## config.mk

```make
export PLATFORM = sky130hd
export DESIGN_NAME = buck_seq_ctrl
export DESIGN_NICKNAME = d
export VERILOG_FILES = /design/src/rtl/buck_seq_pkg.sv /design/src/rtl/buck_sync.sv /design/src/rtl/buck_req_hold.sv /design/src/rtl/buck_phase_fsm.sv /design/src/rtl/buck_seq_ctrl.sv
export SDC_FILE = /design/constraint.sdc
export NUM_CORES = 1
export LEC_CHECK = 0
export CAP_MARGIN = 20
export CORE_MARGIN = 2
export CORE_UTILIZATION = 44
export DETAILED_ROUTE_END_ITERATION = 8
export GPL_TIMING_DRIVEN = 0
export HOLD_SLACK_MARGIN = 0.05
export PLACE_DENSITY = 0.73
export SLEW_MARGIN = 20
export SYNTH_ARGS = -nofsm -noshare
export SYNTH_HDL_FRONTEND = slang
export SYNTH_SLANG_ARGS = --single-unit
```

## constraint.sdc

```tcl
create_clock -name clk -period 1.47 [get_ports clk]
set_clock_uncertainty 0.05 [all_clocks]
set_input_delay 0.147 -clock clk [delete_from_list [all_inputs] [get_ports clk]]
set_output_delay 0.147 -clock clk [all_outputs]
set_load 0.005 [all_outputs]
```

## src/rtl/buck_seq_pkg.sv

```systemverilog
package buck_seq_pkg;

    localparam int PHASE_W = 3;

    typedef enum logic [PHASE_W-1:0] {
        PH_LS_ON   = 3'd0,
        PH_LS_FALL = 3'd1,
        PH_HS_RISE = 3'd2,
        PH_HS_ON   = 3'd3,
        PH_HS_FALL = 3'd4,
        PH_LS_RISE = 3'd5,
        PH_ALL_OFF = 3'd6
    } phase_t;

    // bit positions inside the synchronized input vector
    localparam int IN_UV  = 0;
    localparam int IN_OC  = 1;
    localparam int IN_ZC  = 2;
    localparam int IN_GPA = 3;
    localparam int IN_GNA = 4;
    localparam int IN_W   = 5;

    // values the synchronizer holds in reset: only the low-side ack is high
    localparam logic [IN_W-1:0] IN_RST = 5'b10000;

endpackage

```

## src/rtl/buck_sync.sv

```systemverilog
module buck_sync #(
    parameter int STAGES = 2,
    parameter int WIDTH  = 1,
    parameter logic [WIDTH-1:0] RST_VAL = '0
) (
    input  logic             clk,
    input  logic             rst_n,
    input  logic [WIDTH-1:0] d_i,
    output logic [WIDTH-1:0] q_o
);

    logic [WIDTH-1:0] chain [STAGES];

    always_ff @(posedge clk) begin
        if (!rst_n) begin
            for (int s = 0; s < STAGES; s++) chain[s] <= RST_VAL;
        end else begin
            chain[0] <= d_i;
            for (int s = 1; s < STAGES; s++) chain[s] <= chain[s-1];
        end
    end

    assign q_o = chain[STAGES-1];

endmodule

```

## src/rtl/buck_req_hold.sv

```systemverilog
module buck_req_hold (
    input  logic clk,
    input  logic rst_n,
    input  logic lvl_i,     // synchronized flag level
    input  logic clr_i,     // consume or discard
    output logic req_o      // live request: held or arriving now
);

    logic lvl_prev;
    logic pend_q;
    logic rise;

    assign rise  = lvl_i & ~lvl_prev;
    assign req_o = pend_q | rise;

    always_ff @(posedge clk) begin
        if (!rst_n) begin
            lvl_prev <= 1'b0;
            pend_q   <= 1'b0;
        end else begin
            lvl_prev <= lvl_i;
            pend_q   <= (pend_q | rise) & ~clr_i;
        end
    end

endmodule

```

## src/rtl/buck_phase_fsm.sv

```systemverilog
module buck_phase_fsm
    import buck_seq_pkg::*;
(
    input  logic               clk,
    input  logic               rst_n,
    input  logic               uv_req_i,
    input  logic               zc_req_i,
    input  logic               oc_lvl_i,
    input  logic               gp_ack_s_i,
    input  logic               gn_ack_s_i,
    output logic               uv_take_o,
    output logic               zc_clr_o,
    output logic               gp_o,
    output logic               gn_o,
    output logic [PHASE_W-1:0] phase_o
);

    phase_t state_q, state_d;
    logic   gp_q, gn_q;

    // state register
    always_ff @(posedge clk) begin
        if (!rst_n) state_q <= PH_LS_ON;
        else        state_q <= state_d;
    end

    // next-state logic
    always_comb begin
        state_d = state_q;
        unique case (state_q)
            PH_LS_ON:   if (uv_req_i || zc_req_i) state_d = PH_LS_FALL;
            PH_LS_FALL: if (!gn_ack_s_i)          state_d = uv_req_i ? PH_HS_RISE : PH_ALL_OFF;
            PH_HS_RISE: if (gp_ack_s_i)           state_d = PH_HS_ON;
            PH_HS_ON:   if (oc_lvl_i)             state_d = PH_HS_FALL;
            PH_HS_FALL: if (!gp_ack_s_i)          state_d = PH_LS_RISE;
            PH_LS_RISE: if (gn_ack_s_i)           state_d = PH_LS_ON;
            PH_ALL_OFF: if (uv_req_i)             state_d = PH_HS_RISE;
            default:                              state_d = PH_LS_ON;
        endcase
    end

    // request bookkeeping toward the hold registers
    always_comb begin
        uv_take_o = (state_d == PH_HS_RISE) && (state_q != PH_HS_RISE);
        zc_clr_o  = ((state_q == PH_LS_ON) && (state_d == PH_LS_FALL))
                 || (state_q == PH_HS_RISE)
                 || (state_q == PH_HS_ON)
                 || (state_q == PH_HS_FALL);
    end

    // registered gate outputs decoded from the next phase
    always_ff @(posedge clk) begin
        if (!rst_n) begin
            gp_q <= 1'b0;
            gn_q <= 1'b1;
        end else begin
            gp_q <= (state_d == PH_HS_RISE) || (state_d == PH_HS_ON);
            gn_q <= (state_d == PH_LS_ON)   || (state_d == PH_LS_RISE);
        end
    end

    assign gp_o    = gp_q;
    assign gn_o    = gn_q;
    assign phase_o = state_q;

    AST_NO_SHOOT_THROUGH: assert property (@(posedge clk) disable iff (!rst_n)
        !(gp_q && gn_q));
    AST_GP_NEEDS_LS_OFF: assert property (@(posedge clk) disable iff (!rst_n)
        gp_q |-> !gn_ack_s_i);
    AST_GN_NEEDS_HS_OFF: assert property (@(posedge clk) disable iff (!rst_n)
        gn_q |-> !gp_ack_s_i);
    AST_GP_HANDSHAKE: assert property (@(posedge clk) disable iff (!rst_n)
        !$stable(gp_q) |-> ($past(gp_ack_s_i) == $past(gp_q)));
    AST_GN_HANDSHAKE: assert property (@(posedge clk) disable iff (!rst_n)
        !$stable(gn_q) |-> ($past(gn_ack_s_i) == $past(gn_q)));
    AST_OC_ONLY_IN_HS_ON: assert property (@(posedge clk) disable iff (!rst_n)
        $fell(gp_q) |-> ($past(state_q) == PH_HS_ON) && $past(oc_lvl_i));
    AST_CHARGE_NEEDS_UV: assert property (@(posedge clk) disable iff (!rst_n)
        $rose(gp_q) |-> $past(uv_req_i));
    AST_ALL_OFF_GATES_LOW: assert property (@(posedge clk) disable iff (!rst_n)
        (state_q == PH_ALL_OFF) |-> (!gp_q && !gn_q));

endmodule

```

## src/rtl/buck_seq_ctrl.sv

```systemverilog
module buck_seq_ctrl
    import buck_seq_pkg::*;
#(
    parameter int SYNC_STAGES = 2
) (
    input  logic               clk,
    input  logic               rst_n,
    input  logic               uv_i,
    input  logic               oc_i,
    input  logic               zc_i,
    input  logic               gp_ack_i,
    input  logic               gn_ack_i,
    output logic               gp_o,
    output logic               gn_o,
    output logic [PHASE_W-1:0] phase_o
);

    logic [IN_W-1:0] raw_in, syn_in;
    logic uv_req, zc_req, uv_take, zc_clr;

    always_comb begin
        raw_in         = '0;
        raw_in[IN_UV]  = uv_i;
        raw_in[IN_OC]  = oc_i;
        raw_in[IN_ZC]  = zc_i;
        raw_in[IN_GPA] = gp_ack_i;
        raw_in[IN_GNA] = gn_ack_i;
    end

    buck_sync #(
        .STAGES  (SYNC_STAGES),
        .WIDTH   (IN_W),
        .RST_VAL (IN_RST)
    ) u_sync (
        .clk   (clk),
        .rst_n (rst_n),
        .d_i   (raw_in),
        .q_o   (syn_in)
    );

    buck_req_hold u_uv_hold (
        .clk   (clk),
        .rst_n (rst_n),
        .lvl_i (syn_in[IN_UV]),
        .clr_i (uv_take),
        .req_o (uv_req)
    );

    buck_req_hold u_zc_hold (
        .clk   (clk),
        .rst_n (rst_n),
        .lvl_i (syn_in[IN_ZC]),
        .clr_i (zc_clr),
        .req_o (zc_req)
    );

    buck_phase_fsm u_fsm (
        .clk        (clk),
        .rst_n      (rst_n),
        .uv_req_i   (uv_req),
        .zc_req_i   (zc_req),
        .oc_lvl_i   (syn_in[IN_OC]),
        .gp_ack_s_i (syn_in[IN_GPA]),
        .gn_ack_s_i (syn_in[IN_GNA]),
        .uv_take_o  (uv_take),
        .zc_clr_o   (zc_clr),
        .gp_o       (gp_o),
        .gn_o       (gn_o),
        .phase_o    (phase_o)
    );

    AST_PHASE_LEGAL: assert property (@(posedge clk) disable iff (!rst_n)
        phase_o != 3'd7);

endmodule

```

==> out/metrics.cfg <==
[layout]
nFillCells=134
design_area_sq_um=887
drive_gt1_share_pct=17.4
seq_area_sq_um=389
synthToLayoutAreaGrowth_pct=25.3
multi_input_area_sq_um=303
antenna_cells=0
fin_nets=94

[clocking]
cts_max_level=1
clock_sinks=19
cts_tree=built
cts_buffer_depth=2
ctsHoldBuffers=0
cts_made_buffers=3
clkSlewWorstSetupHoldPaths_ns=0.10
clock_latency_ns=0.28
cts_root_buf=clkbuf_4

[sta]
setup_viol=1
rsz0062_at_grt=true
maxSlewViolCount=0
tightest_slew_ns=0.372
slew_headroom_pct=75.2
hold_viol=0
fin_crit_ns=1.51
setup_ws_ns=-0.0419
fmax_mhz=661
post-route-period-util_pct=103

[grt]
gr-total-overflow=0
grtUsageTotal_pct=13.7
antenna_found_initial=0
grt_pass1_vias=479
grt_max_degree=11
grt_pass1_wl_mm=1.91

[synthesis]
synth_top_family_by_area=simple AND/OR/NAND/NOR gates
synth_nets=77
syn-instance-count=70
synth.avg_cell_area_sq_um=10.1
synth_area_leaders=dfxtp_1 54%, and2_1 11%, o21ai_0 4.2%, nor2b_1 3.5%, xor2_1 2.5%
syn_area_sq_um=708
yosysWarnings=0
synthXorXnorAreaFrac_pct=2.47
yosysSeqAreaShare_pct=53.7
muxShareOfSynthArea_pct=0
synth_largest_area_cell=dfxtp_1
synth_top_area_share_pct=53.7
synthAdderAreaFrac_pct=0
synth_seq_cells=19
synth_compound_area_share_pct=17.0
synth.distinct_cells=24
synthSimpleGateAreaFrac_pct=22.1

[place]
io_buffers=11
dpl_cell_area_sq_um=840
post-place-ws_ns=-0.129
gp_congestion=0.781
dp_hpwl_um=829

[routing]
ant_nets=0
vias=529
via_per_inst=5.19
drt_iter0_drc=4
drcViolationCount=0
post_drt_wl_per_cell_um=11.1
drt-total-wl_mm=1.14
first_pass_iters=4

[outcome]
violations=negative setup slack
status=finished, violations left

[run]
cap_violations=0

[floorplanning]
row_count=14
die_y_um=44.1
ioPinCount=12
start_util_pct=47.0
dieArea_sq_um=1950
core_sq_um=1510
die_w_um=44.1

[worst_setup_path]
required_ns=1.58
critPathKind=flop to flop
crit_fanout=3
worst_ep_arrival_time_ns=1.63
critPathLaunchType=flop
worstSetupEndpointType=flop

[power]
cellLeakagePower_nw=0.364
finalPower_w=0.000926
vdd_drop_max_uv=725
powerDensity_nw_per_um2=1040

[worst_hold_path]
min_path_type=flop to flop

per-layer routing:
metal | vias to the layer above | GRT usage, % | part of all wire [%] | wire, um
li1 | 271 | - | - | -
met1 | 244 | 15.1 | 43 | 493
met2 | 12 | 23.8 | 51 | 583
met3 | 2 | 2.45 | 4.7 | 54
met4 | 0 | 9.09 | 0.53 | 6
met5 | - | 0 | 0 | 0
sequential cells by signal, indices dropped and copies added (netlist names):
name	cells
u_zc_hold.lvl_prev	1
u_uv_hold.lvl_prev	1
u_sync.chain	10
u_zc_hold.pend_q	1
u_fsm.phase_o	3
u_fsm.gn_o	1
u_fsm.gp_o	1
u_uv_hold.pend_q	1
cells in the final DEF, fill, tap and decap left out, types with 2 or more instances in the layout:
master,synthesis,final
o21ai_0,6,6
nor2b_1,4,3
clkbuf_4,0,3
nand2b_1,2,2
nor2_1,2,2
clkdlybuf4s50_1,0,11
dfxtp_4,0,2
nand2_1,2,2
dfxtp_1,19,16
xor2_1,2,2
o21ai_1,2,2
buf_4,0,2
and2_1,12,12
inv_1,3,3
clkbuf_1,2,2
o211ai_1,2,2
stage by stage:
stage               TNS (ns)  hold slack [ns]  utilization, %  cells
finish               -0.0419            0.358            58.9    102
global route          -0.188            0.362            58.9    102
CTS                  -0.0573            0.353            58.7    102
detailed placement    -0.290            0.341            55.7     97
global placement      -0.209            0.339            55.7     97
floorplan            -0.0937            0.170               -     70
final cells by class:
class / instances / share of cell area [%]
plain buffers: 2 / 0.987
inverters: 4 / 1.69
clock buffers: 4 / 2.96
multi-input cells: 44 / 34.1
repair buffers: 13 / 14.1
flip-flops and latches: 19 / 43.9
well taps: 16 / 2.26
path summary, 6_finish.rpt:
check / start / end / slack, ns / cells after the start
setup / recovery: u_fsm.phase_o[2]$_SDFF_PN0_ / u_fsm.gn_o$_SDFF_PN1_ / -0.04 / 5
hold / removal: u_sync.chain[0][4]$_SDFF_PN1_ / u_sync.chain[0][9]$_SDFF_PN1_ / 0.36 / 1
setup reg to reg: u_fsm.phase_o[2]$_SDFF_PN0_ / u_fsm.gn_o$_SDFF_PN1_ / -0.04 / 5
hold reg to reg: u_sync.chain[0][4]$_SDFF_PN1_ / u_sync.chain[0][9]$_SDFF_PN1_ / 0.36 / 1
power by group:
| part | internal, W | total, W | switching, W |
|---|---|---|---|
| Clock | 0.000105 | 0.000246 | 0.000141 |
| Sequential | 0.000541 | 0.000559 | 0.0000180 |
| Combinational | 0.0000711 | 0.000120 | 0.0000492 |
| Total | 0.000718 | 0.000926 | 0.000208 |
what timing repair did:
action	4_1_cts	5_1_grt
pin swaps	4	1
setup buffers	2	0
endpoints found under the setup margin	5	4
resized for setup	6	1
cloned	0	0
cells by family after synthesis:
logic type                after synthesis
buffers and inverters                   7
xor gates and xnor gates                2
DFF                                    19
and+or+nand+nor                        25
AOI/OAI and AO/OA                      17
worst max-delay path: stages, from the launching register on:
cell     delay (ns)
dfxtp_4        0.36
or4_4          0.52
nor3_4         0.13
o21ai_2        0.10
xor2_1         0.17
o21ai_1        0.07
synthesized netlist by cell type, drive strengths merged:
| cell | count |
|---|---|
| a31oi | 1 |
| a32o | 1 |
| a32oi | 1 |
| and2 | 12 |
| buf | 1 |
| clkbuf | 2 |
| dfxtp | 19 |
| inv | 4 |
| nand2 | 2 |
| nand2b | 2 |
| nand3b | 1 |
| nor2 | 2 |
| nor2b | 4 |
| nor3 | 1 |
| o211a | 1 |
| o211ai | 2 |
| o21ai | 9 |
| o221a | 1 |
| o41ai | 1 |
| or4 | 1 |
| xor2 | 2 |
No activity file was read; power rests on OpenSTA's default activity.
